===== config.mk =====
export PLATFORM = sky130hd
export DESIGN_NAME = eau_top
export DESIGN_NICKNAME = d
export VERILOG_FILES = /design/src/rtl/eau_pkg.sv /design/src/rtl/eau_addr.sv /design/src/rtl/eau_branch.sv /design/src/rtl/eau_target.sv /design/src/rtl/eau_top.sv
export SDC_FILE = /design/constraint.sdc
export NUM_CORES = 1
export LEC_CHECK = 0
export BUFFER_PORTS_ARGS = -buffer_cell sky130_fd_sc_hd__buf_4
export CAP_MARGIN = 25
export CELL_PAD_IN_SITES_DETAIL_PLACEMENT = 1
export CELL_PAD_IN_SITES_GLOBAL_PLACEMENT = 2
export CORE_ASPECT_RATIO = 2
export CORE_UTILIZATION = 34
export CTS_CLUSTER_SIZE = 25
export DETAILED_ROUTE_END_ITERATION = 6
export HOLD_SLACK_MARGIN = 0.05
export PLACE_DENSITY_LB_ADDON = 0.1
export SKIP_CTS_REPAIR_TIMING = 1
export SYNTH_ARGS = -nofsm -noshare
export SYNTH_HDL_FRONTEND = slang
export SYNTH_SLANG_ARGS = --single-unit

===== constraint.sdc =====
create_clock -name clk -period 5.8 [get_ports clk]
set_input_delay 0.29 -clock clk [delete_from_list [all_inputs] [get_ports clk]]
set_output_delay 0.29 -clock clk [all_outputs]
set_load 0.03 [all_outputs]

===== src/rtl/eau_pkg.sv =====
package eau_pkg;
  localparam int MODE_W = 4;

  typedef enum logic [MODE_W-1:0] {
    M_IMM = 4'd0,
    M_DIR = 4'd1,
    M_EXT = 4'd2,
    M_REL = 4'd3,
    M_INH = 4'd4,
    M_IX0 = 4'd5,
    M_IX1 = 4'd6,
    M_IX2 = 4'd7,
    M_BSC = 4'd8,
    M_BTB = 4'd9
  } amode_t;

  function automatic logic [1:0] mode_len(input logic [MODE_W-1:0] m);
    case (m)
      M_INH, M_IX0:                       mode_len = 2'd1;
      M_IMM, M_DIR, M_REL, M_IX1, M_BSC:  mode_len = 2'd2;
      M_EXT, M_IX2, M_BTB:                mode_len = 2'd3;
      default:                            mode_len = 2'd1;
    endcase
  endfunction
endpackage


===== src/rtl/eau_addr.sv =====
module eau_addr
  import eau_pkg::*;
#(
  parameter int AW = 16,
  parameter int DW = 8
) (
  input  logic [MODE_W-1:0] mode,
  input  logic [DW-1:0]     op1,
  input  logic [DW-1:0]     op2,
  input  logic [DW-1:0]     idx,
  input  logic [AW-1:0]     pc,
  input  logic [AW-1:0]     rel_target,
  output logic [AW-1:0]     ea,
  output logic [1:0]        ilen
);
  localparam int PADW = AW - DW;
  localparam int SW   = DW + 1;

  logic [AW-1:0] pg0_addr;
  logic [AW-1:0] ix0_addr;
  logic [SW-1:0] ix1_sum;
  logic [AW-1:0] ix1_addr;
  logic [AW-1:0] ext_addr;
  logic [AW-1:0] ix2_addr;
  logic [AW-1:0] imm_addr;

  assign pg0_addr = {{PADW{1'b0}}, op1};
  assign ix0_addr = {{PADW{1'b0}}, idx};
  assign ix1_sum  = {1'b0, op1} + {1'b0, idx};
  assign ix1_addr = {{(AW-SW){1'b0}}, ix1_sum};
  assign ext_addr = {op1, op2};
  assign ix2_addr = ext_addr + ix0_addr;
  assign imm_addr = pc + {{(AW-1){1'b0}}, 1'b1};
  assign ilen     = mode_len(mode);

  always_comb begin
    case (mode)
      M_IMM:        ea = imm_addr;
      M_DIR, M_BSC,
      M_BTB:        ea = pg0_addr;
      M_EXT:        ea = ext_addr;
      M_REL:        ea = rel_target;
      M_IX0:        ea = ix0_addr;
      M_IX1:        ea = ix1_addr;
      M_IX2:        ea = ix2_addr;
      default:      ea = '0;
    endcase
  end
endmodule


===== src/rtl/eau_branch.sv =====
module eau_branch
  import eau_pkg::*;
#(
  parameter int DW = 8,
  localparam int BSW = $clog2(DW)
) (
  input  logic [MODE_W-1:0] mode,
  input  logic              cond_in,
  input  logic [BSW-1:0]    bit_sel,
  input  logic              bit_sense,
  input  logic [DW-1:0]     mem_byte,
  output logic              taken,
  output logic              tested_bit
);
  logic [DW-1:0] sel_hot;
  logic          picked;

  for (genvar g = 0; g < DW; g++) begin : g_sel
    assign sel_hot[g] = (bit_sel == BSW'(g)) & mem_byte[g];
  end
  assign picked = |sel_hot;

  always_comb begin
    taken      = 1'b0;
    tested_bit = 1'b0;
    case (mode)
      M_REL: taken = cond_in;
      M_BTB: begin
        tested_bit = picked;
        taken      = (picked == bit_sense);
      end
      default: ;
    endcase
  end
endmodule


===== src/rtl/eau_target.sv =====
module eau_target
  import eau_pkg::*;
#(
  parameter int AW = 16,
  parameter int DW = 8
) (
  input  logic [MODE_W-1:0] mode,
  input  logic [AW-1:0]     pc,
  input  logic [1:0]        ilen,
  input  logic [DW-1:0]     op1,
  input  logic [DW-1:0]     op2,
  input  logic              taken,
  output logic [AW-1:0]     rel_target,
  output logic [AW-1:0]     next_pc
);
  logic [AW-1:0] seq_pc;
  logic [DW-1:0] off;
  logic [AW-1:0] off_x;

  assign seq_pc     = pc + {{(AW-2){1'b0}}, ilen};
  assign off        = (mode == M_BTB) ? op2 : op1;
  assign off_x      = {{(AW-DW){off[DW-1]}}, off};
  assign rel_target = seq_pc + off_x;
  assign next_pc    = taken ? rel_target : seq_pc;
endmodule


===== src/rtl/eau_top.sv =====
module eau_top
  import eau_pkg::*;
#(
  parameter int AW = 16,
  parameter int DW = 8,
  localparam int BSW = $clog2(DW)
) (
  input  logic              clk,
  input  logic              rst,
  input  logic              in_valid,
  input  logic [MODE_W-1:0] mode,
  input  logic [DW-1:0]     op1,
  input  logic [DW-1:0]     op2,
  input  logic [DW-1:0]     idx,
  input  logic [AW-1:0]     pc,
  input  logic              cond_in,
  input  logic [BSW-1:0]    bit_sel,
  input  logic              bit_sense,
  input  logic [DW-1:0]     mem_byte,
  output logic              out_valid,
  output logic [AW-1:0]     ea,
  output logic [1:0]        ilen,
  output logic [AW-1:0]     next_pc,
  output logic              taken,
  output logic              tested_bit
);
  logic [AW-1:0] c_ea, c_npc, c_rel;
  logic [1:0]    c_len;
  logic          c_taken, c_tbit;

  eau_branch #(.DW(DW)) u_br (
    .mode(mode), .cond_in(cond_in), .bit_sel(bit_sel), .bit_sense(bit_sense),
    .mem_byte(mem_byte), .taken(c_taken), .tested_bit(c_tbit)
  );

  eau_addr #(.AW(AW), .DW(DW)) u_ad (
    .mode(mode), .op1(op1), .op2(op2), .idx(idx), .pc(pc),
    .rel_target(c_rel), .ea(c_ea), .ilen(c_len)
  );

  eau_target #(.AW(AW), .DW(DW)) u_tg (
    .mode(mode), .pc(pc), .ilen(c_len), .op1(op1), .op2(op2),
    .taken(c_taken), .rel_target(c_rel), .next_pc(c_npc)
  );

  always_ff @(posedge clk) begin
    if (rst) begin
      out_valid  <= 1'b0;
      ea         <= '0;
      ilen       <= '0;
      next_pc    <= '0;
      taken      <= 1'b0;
      tested_bit <= 1'b0;
    end else begin
      out_valid <= in_valid;
      if (in_valid) begin
        ea         <= c_ea;
        ilen       <= c_len;
        next_pc    <= c_npc;
        taken      <= c_taken;
        tested_bit <= c_tbit;
      end
    end
  end

  // a result strobe follows every request by exactly one clock
  a_r12_latency: assert property (@(posedge clk) disable iff (rst)
    in_valid |=> out_valid);

  // the length is always 1, 2 or 3
  a_r2_len_legal: assert property (@(posedge clk) disable iff (rst)
    out_valid |-> (ilen != 2'd0));

  // direct and bit set/clear stay in page zero
  a_r4_page0: assert property (@(posedge clk) disable iff (rst)
    in_valid && (mode == M_DIR || mode == M_BSC) |=> ea[AW-1:DW] == '0);

  // indexed 8-bit offset never passes 0x1FE
  a_r8_ix1_max: assert property (@(posedge clk) disable iff (rst)
    in_valid && mode == M_IX1 |=> ea <= AW'(2 * ((1 << DW) - 1)));

  // a relative branch that is not taken falls through by two bytes
  a_r6_fallthrough: assert property (@(posedge clk) disable iff (rst)
    in_valid && mode == M_REL && !cond_in |=> !taken && next_pc == $past(pc) + AW'(2));

  // a taken relative branch lands within -126..+129 of the opcode
  a_r6_span: assert property (@(posedge clk) disable iff (rst)
    in_valid && mode == M_REL && cond_in |=>
      taken && ((next_pc - $past(pc) + AW'(126)) <= AW'(255)));

  // non-branch modes never branch and never touch carry
  a_r11_no_branch: assert property (@(posedge clk) disable iff (rst)
    in_valid && mode != M_REL && mode != M_BTB |=> !taken && !tested_bit);

  // the branch decision of the bit test follows the tested bit and the sense
  a_r10_sense: assert property (@(posedge clk) disable iff (rst)
    in_valid && mode == M_BTB |=> taken == (tested_bit == $past(bit_sense)));

  // the outputs hold while no request arrives
  a_r12_hold: assert property (@(posedge clk) disable iff (rst)
    !in_valid |=> $stable(ea) && $stable(next_pc) && $stable(ilen));
endmodule


# ---- Word level (Yosys, flattened, before mapping)
# Memory sizes are Yosys's and may differ from the RTL's.
# Cells that the tools add are included.
dict set report word_totals {
  mem_count 1
  register_bits 37
  inputBits 60
  output_inout_bits 37
  mem_bits_ro 32
  elab_cells 45
}
dict set report classes {
  muxes 5
  n_reduce_logical 4
  n_eq_ne 16
  n_bitwise 8
  n_addsub 5
}
# name depth width rd rd_clocked_by_memory_dff wr line
set memory_table {}
lappend memory_table {{(name not given)} 16 2 1 0 0 eau_pkg.sv:18} ;# case (m)
# cell count
set op_table {}
lappend op_table {{$pmux 16 s7} 1}
lappend op_table {{$add 16x1->16 const B} 1}
lappend op_table {{$add 16x16->16} 1}
lappend op_table {{$add 16x2->16} 1}
lappend op_table {{$add 16x8->16} 1}
lappend op_table {{$mux 16} 1}
lappend op_table {{$eq 3x3->1 const B} 4}
lappend op_table {{$eq 4x3->1 const B} 3}
lappend op_table {{$add 8x8->9} 1}
lappend op_table {{$and 1x1->1} 8}
lappend op_table {{$eq 4x2->1 const B} 2}
lappend op_table {{$eq 4x4->1 const B} 2}
lappend op_table {{$mux 8} 1}
lappend op_table {{$reduce_or 8->1} 1}
lappend op_table {{$eq 3x2->1 const B} 2}
lappend op_table {{$eq 4x1->1 const B} 1}
lappend op_table {{$logic_not 4->1} 1}
lappend op_table {{$eq 3x1->1 const B} 1}
lappend op_table {{$logic_not 3->1} 1}
lappend op_table {{$reduce_or 3->1} 1}
lappend op_table {{$pmux 1 s2} 1}
lappend op_table {{$eq 1x1->1} 1}
lappend op_table {{$mux 1} 1}

# ---- Longest topological paths before layout
dict set report depth {
  word_depth 6
  ltp_mapped 19
  mapped_depth_nobuf 18
}

# ---- By module
# Synthesis repeated with hierarchy kept, for this count alone.
dict set report hier_totals {
  hier_cells 599
  hier_area_um2 4912.2
}
# mod seq_area_each_um2 cells_each instances area_each_um2
set modules_own_cells {}
lappend modules_own_cells {eau_addr 0.0 278 1 1976.9}
lappend modules_own_cells {eau_target 0.0 191 1 1487.7}
lappend modules_own_cells {eau_top 740.7 118 1 1332.5}
lappend modules_own_cells {eau_branch 0.0 12 1 115.1}

# ---- Worst setup path after synthesis
# No wires, ideal clock.
dict set report synth_timing {
  path_kind {in2reg}
  from {input mode[3]}
  to {register next_pc[13]}
  arrival_time_ns 3.551
  setup_time_ns 0.117
  n_path_buf 1
  path_slack_ns 2.133
  required_time_ns 5.683
  stages 19
  cell_sequence {clkbuf_1 -> nor2b_1 -> a21oi_1 -> nor2_1 -> a21oi_1 -> ha_1 -> inv_1 -> fa_1 -> nor2_1 -> nand3_1 -> xnor2_1 -> ha_1 -> a21o_1 -> a21o_1 -> a41oi_1 -> o21ai_0 -> xor2_1 -> mux2_2 -> a22o_1}
}
dict set report synth_via {
  elab_chain_cells 4
  elab_cells_between_ends 8
  classes_between {2 x add/sub; 2 x eq/ne; 3 x mux; 1 x memory}
}
# element line
set synth_lines {}
lappend synth_lines {{start, declared} eau_top.sv:11} ;# input logic [MODE_W-1:0] mode,
lappend synth_lines {{$mem_v2 16x2 (*)} --}
lappend synth_lines {{via c_len[0]} eau_top.sv:28} ;# logic [1:0] c_len;
lappend synth_lines {{$add 16x2->16 (*)} eau_target.sv:20} ;# assign seq_pc = pc + {{(AW-2){1'b0}}, ilen};
lappend synth_lines {{$add 16x16->16} eau_target.sv:23} ;# assign rel_target = seq_pc + off_x;
lappend synth_lines {{$mux 16 (*)} eau_target.sv:24} ;# assign next_pc = taken ? rel_target : seq_pc;
lappend synth_lines {{end signal, assigned} eau_top.sv:59} ;# next_pc <= c_npc;
lappend synth_lines {{end, declared} eau_top.sv:23} ;# output logic [AW-1:0] next_pc,
# Mark *: on every way through the listed nets, which the timed path passes. The rest lies on a longest branch.
# A chain may end at the register's enable or synchronous reset.

# ---- Worst setup path after layout
dict set report layout_timing {
  from {input mode[2]}
  to {register next_pc[13]}
}
# The elaborated chain is that of the path after synthesis.

==> results.sh <==
export IMPL_synth_avg_cell_area_um2=7.82
export IMPL_start_util_pct=34.8
export IMPL_synth_top_flop_cell="dfxtp_1"
export IMPL_p_seq_share_pct=26.3
export IMPL_grt_pass1_vias=4863
export IMPL_max_stage_delay_ps=470
export IMPL_overflow=0
export IMPL_synth_adder_area_share_pct=12.1
export IMPL_antenna_found_initial=0
export IMPL_cts_tree="built"
export IMPL_path_clk_slew_ps=60
export IMPL_synth_top_area_cell="dfxtp_1"
export IMPL_cts_max_level=2
export IMPL_synth_most_common_cell="nor2_1"
export IMPL_rows=57
export IMPL_dr_pass1_iters=5
export IMPL_grt_max_degree=35
export IMPL_slowest_stage="fa_1"
export IMPL_power_density_nw_per_um2=204
export IMPL_ant_nets=0
export IMPL_synth_edf_count=0
export IMPL_wire_per_inst_um=23.3
export IMPL_die_w_um=80.5
export IMPL_port_buffers=96
export IMPL_setup_viol=0
export IMPL_fp_dieH_um=159
export IMPL_rsz0062_at_grt="false"
export IMPL_synth_distinct_cells=63
export IMPL_synth_compound_gate_area_share_pct=28.2
export IMPL_vias=4584
export IMPL_netlist_area_leader_share_pct=17.7
export IMPL_crit_chain="buf_4 -> nor2b_1 -> a21oi_1 -> nor2_1 -> a21oi_1 -> ha_1 -> inv_1 -> fa_1 -> nor2_1 -> xor2_1 -> ha_1 -> a21oi_1 -> o21ai_0 -> a31oi_1 -> o21ai_0 -> xor2_1 -> mux2_2 -> a22o_1"
export IMPL_swShare_pct=38.7
export IMPL_synth_warning_count=0
export IMPL_layout_drive_gt1_share_pct=19.6
export IMPL_cp_max_fo=7
export IMPL_maxSlewHeadroom_pct=29.8
export IMPL_ys_ff_latch=37
export IMPL_worst_path_buf_inv=2
export IMPL_synth_top_family_by_area="compound AO/OA/AOI/OAI gates"
export IMPL_startpoint_type="input pin"
export IMPL_pwr_share_comb_pct=43.9
export IMPL_core_um2=12100
export IMPL_power_switching_mw=0.408
export IMPL_clk_latency_ps=290
export IMPL_via_per_inst=5.99
export IMPL_cp_required_ps=5980
export IMPL_status="finished, final reports clean"
export IMPL_ff2ff_setup_slack_ps=4610
export IMPL_p_leak_nw=2.14
export IMPL_die_area_um2=12800
export IMPL_period_needed_ps=4210
export IMPL_cts_sinks=37
export IMPL_num_nets_final=716
export IMPL_path_delay_family="compound AO/OA/AOI/OAI gates"
export IMPL_cts_buffer_depth=2
export IMPL_end_kind="flop"
export IMPL_synthMuxAreaShare_pct=7.76
export IMPL_clock_skew_ps=0
export IMPL_dp_hpwl_mm=14.6
export IMPL_drt_total_wl_mm=17.8
export IMPL_pre_cts_ws_ps=1330
export IMPL_async_flop_share_pct=0
export IMPL_syn_to_final_growth_pct=23.3
export IMPL_synth_net_count=634
export IMPL_cts_buffers=5
export IMPL_ys_top_cells_by_area="dfxtp_1 (18%), ha_1 (10%), xnor2_1 (5.8%)"
export IMPL_ir_drop_mv=0.141
export IMPL_hold_viol=0
export IMPL_worst_pin_slew_ps=1050
export IMPL_syn_cell_area_um2=4190
export IMPL_min_period_over_period_pct=72.6
export IMPL_critPathKind="input pin to flop"
export IMPL_path_common_cell="a21oi_1"
export IMPL_p_int_mw=0.648
export IMPL_maxSlewViolCount=0
export IMPL_power_frac_clock_pct=29.9
export IMPL_ios=97
export IMPL_grt_use_total_pct=28.4
export IMPL_hp_class="input pin to flop"
export IMPL_synth_simple_area_share_pct=19.3
export IMPL_setup_ws_ps=1590
export IMPL_ys_seq_area_share_pct=17.7
export IMPL_grt_pass1_wl_mm=27.0
export IMPL_dr_first_iter_drc_count=279
export IMPL_fillCellCount=1510
export IMPL_synth_commonest_cells="nor2_1 (65), nand2_1 (52), dfxtp_1 (37), a21oi_1 (34), ha_1 (34)"
export IMPL_drc=0
export IMPL_synth_xor_area_share_pct=11.2
export IMPL_max_freq_mhz=238
export IMPL_drv_cap=0
export IMPL_gp_congestion=0.973
export IMPL_tns_ps=0
export IMPL_cts_root_buf="clkbuf_16"
export IMPL_final_util_pct=42.9
export IMPL_cp_arrival_ps=4380
export IMPL_diodes=0
export IMPL_syn_inst=536
## final timing paths
check                                 from          end  cells after the start
worst max register to register       ea[5]        ea[5]                      4
worst min register to register  next_pc[8]   next_pc[8]                      2
worst max-delay path               mode[2]  next_pc[13]                     18
worst min-delay path                op1[5]       ea[13]                      3
## state kept, by name, summed over array words and instances (netlist names)
register and flops:
ea 16, next_pc 16, ilen 2, out_valid 1, taken 1, tested_bit 1
## power groups by stage
stage	Clock, mW	Combinational (mW)	Sequential [mW]
2_1_floorplan	0	0.260	0.309
3_3_place_gp	0	0.451	0.283
3_5_place_dp	0	0.460	0.283
4_1_cts	0.319	0.463	0.278
5_1_grt	0.329	0.500	0.279
6_report	0.316	0.463	0.277
## worst reg2reg max path: cells and delay by family, from the launching register on
kind            cells  cell delay (ps)
flops               1              330
compound gates      4              710
## layout by cell type, fill, tap and decap left out, types with 6 or more instances in the layout
master / synthesis / layout
a21oi_1: 34 / 34
a222oi_1: 9 / 9
ha_1: 34 / 34
mux2_2: 8 / 8
o211ai_1: 10 / 10
o21ai_0: 24 / 24
a31oi_1: 8 / 8
inv_1: 11 / 11
xor2_1: 23 / 23
dfxtp_1: 37 / 37
a221oi_1: 8 / 8
nand3_1: 17 / 17
xnor2_1: 28 / 28
buf_4: 1 / 98
nand2_1: 52 / 52
nor2_1: 65 / 65
nand4_1: 7 / 7
nor3_1: 9 / 9
mux2i_1: 16 / 16
a211oi_1: 19 / 19
a21o_1: 13 / 13
and3_1: 7 / 7
a22oi_1: 6 / 6
## area by class of cell
| cell class | count | area (um^2) | area share, % |
|---|---|---|---|
| multi-input cells | 464 | 3300 | 63.8 |
| repair buffers | 99 | 747 | 14.4 |
| flip-flops and latches | 37 | 741 | 14.3 |
| well taps | 147 | 184 | 3.56 |
| clock buffers | 5 | 125 | 2.42 |
| inverters | 11 | 41.3 | 0.799 |
| clock inverters | 2 | 35.0 | 0.678 |
## per-stage QoR
stage | hold slack [ps] | total power [mW] | instance area [um^2] | cells
final | 356 | 1.06 | 5170 | 765
after global routing | 364 | 1.11 | 5170 | 765
after CTS | 357 | 1.06 | 5170 | 765
after detailed placement | 433 | 0.743 | 5010 | 758
after global placement | 426 | 0.734 | 5000 | 757
after floorplan | 442 | 0.570 | 4190 | 536
## kinds of logic after synthesis
group | count (synthesis)
adder cells (fa/ha/maj) | 38
AND/OR/NAND/NOR | 178
buffers and inverters | 35
flip-flops | 37
multiplexers | 27
AO/OA/AOI/OAI | 169
XOR/XNOR | 52
## per-layer routing
metal | GRT usage [%] | vias up | share of wire [%]
met5 | 0 | - | 0
met4 | 16.2 | 0 | 5.7
met3 | 1.83 | 46 | 2.7
met2 | 53.2 | 125 | 55
met1 | 29.6 | 2238 | 37
li1 | - | 2175 | -
Note: power is estimated with default switching activity, not from simulation.
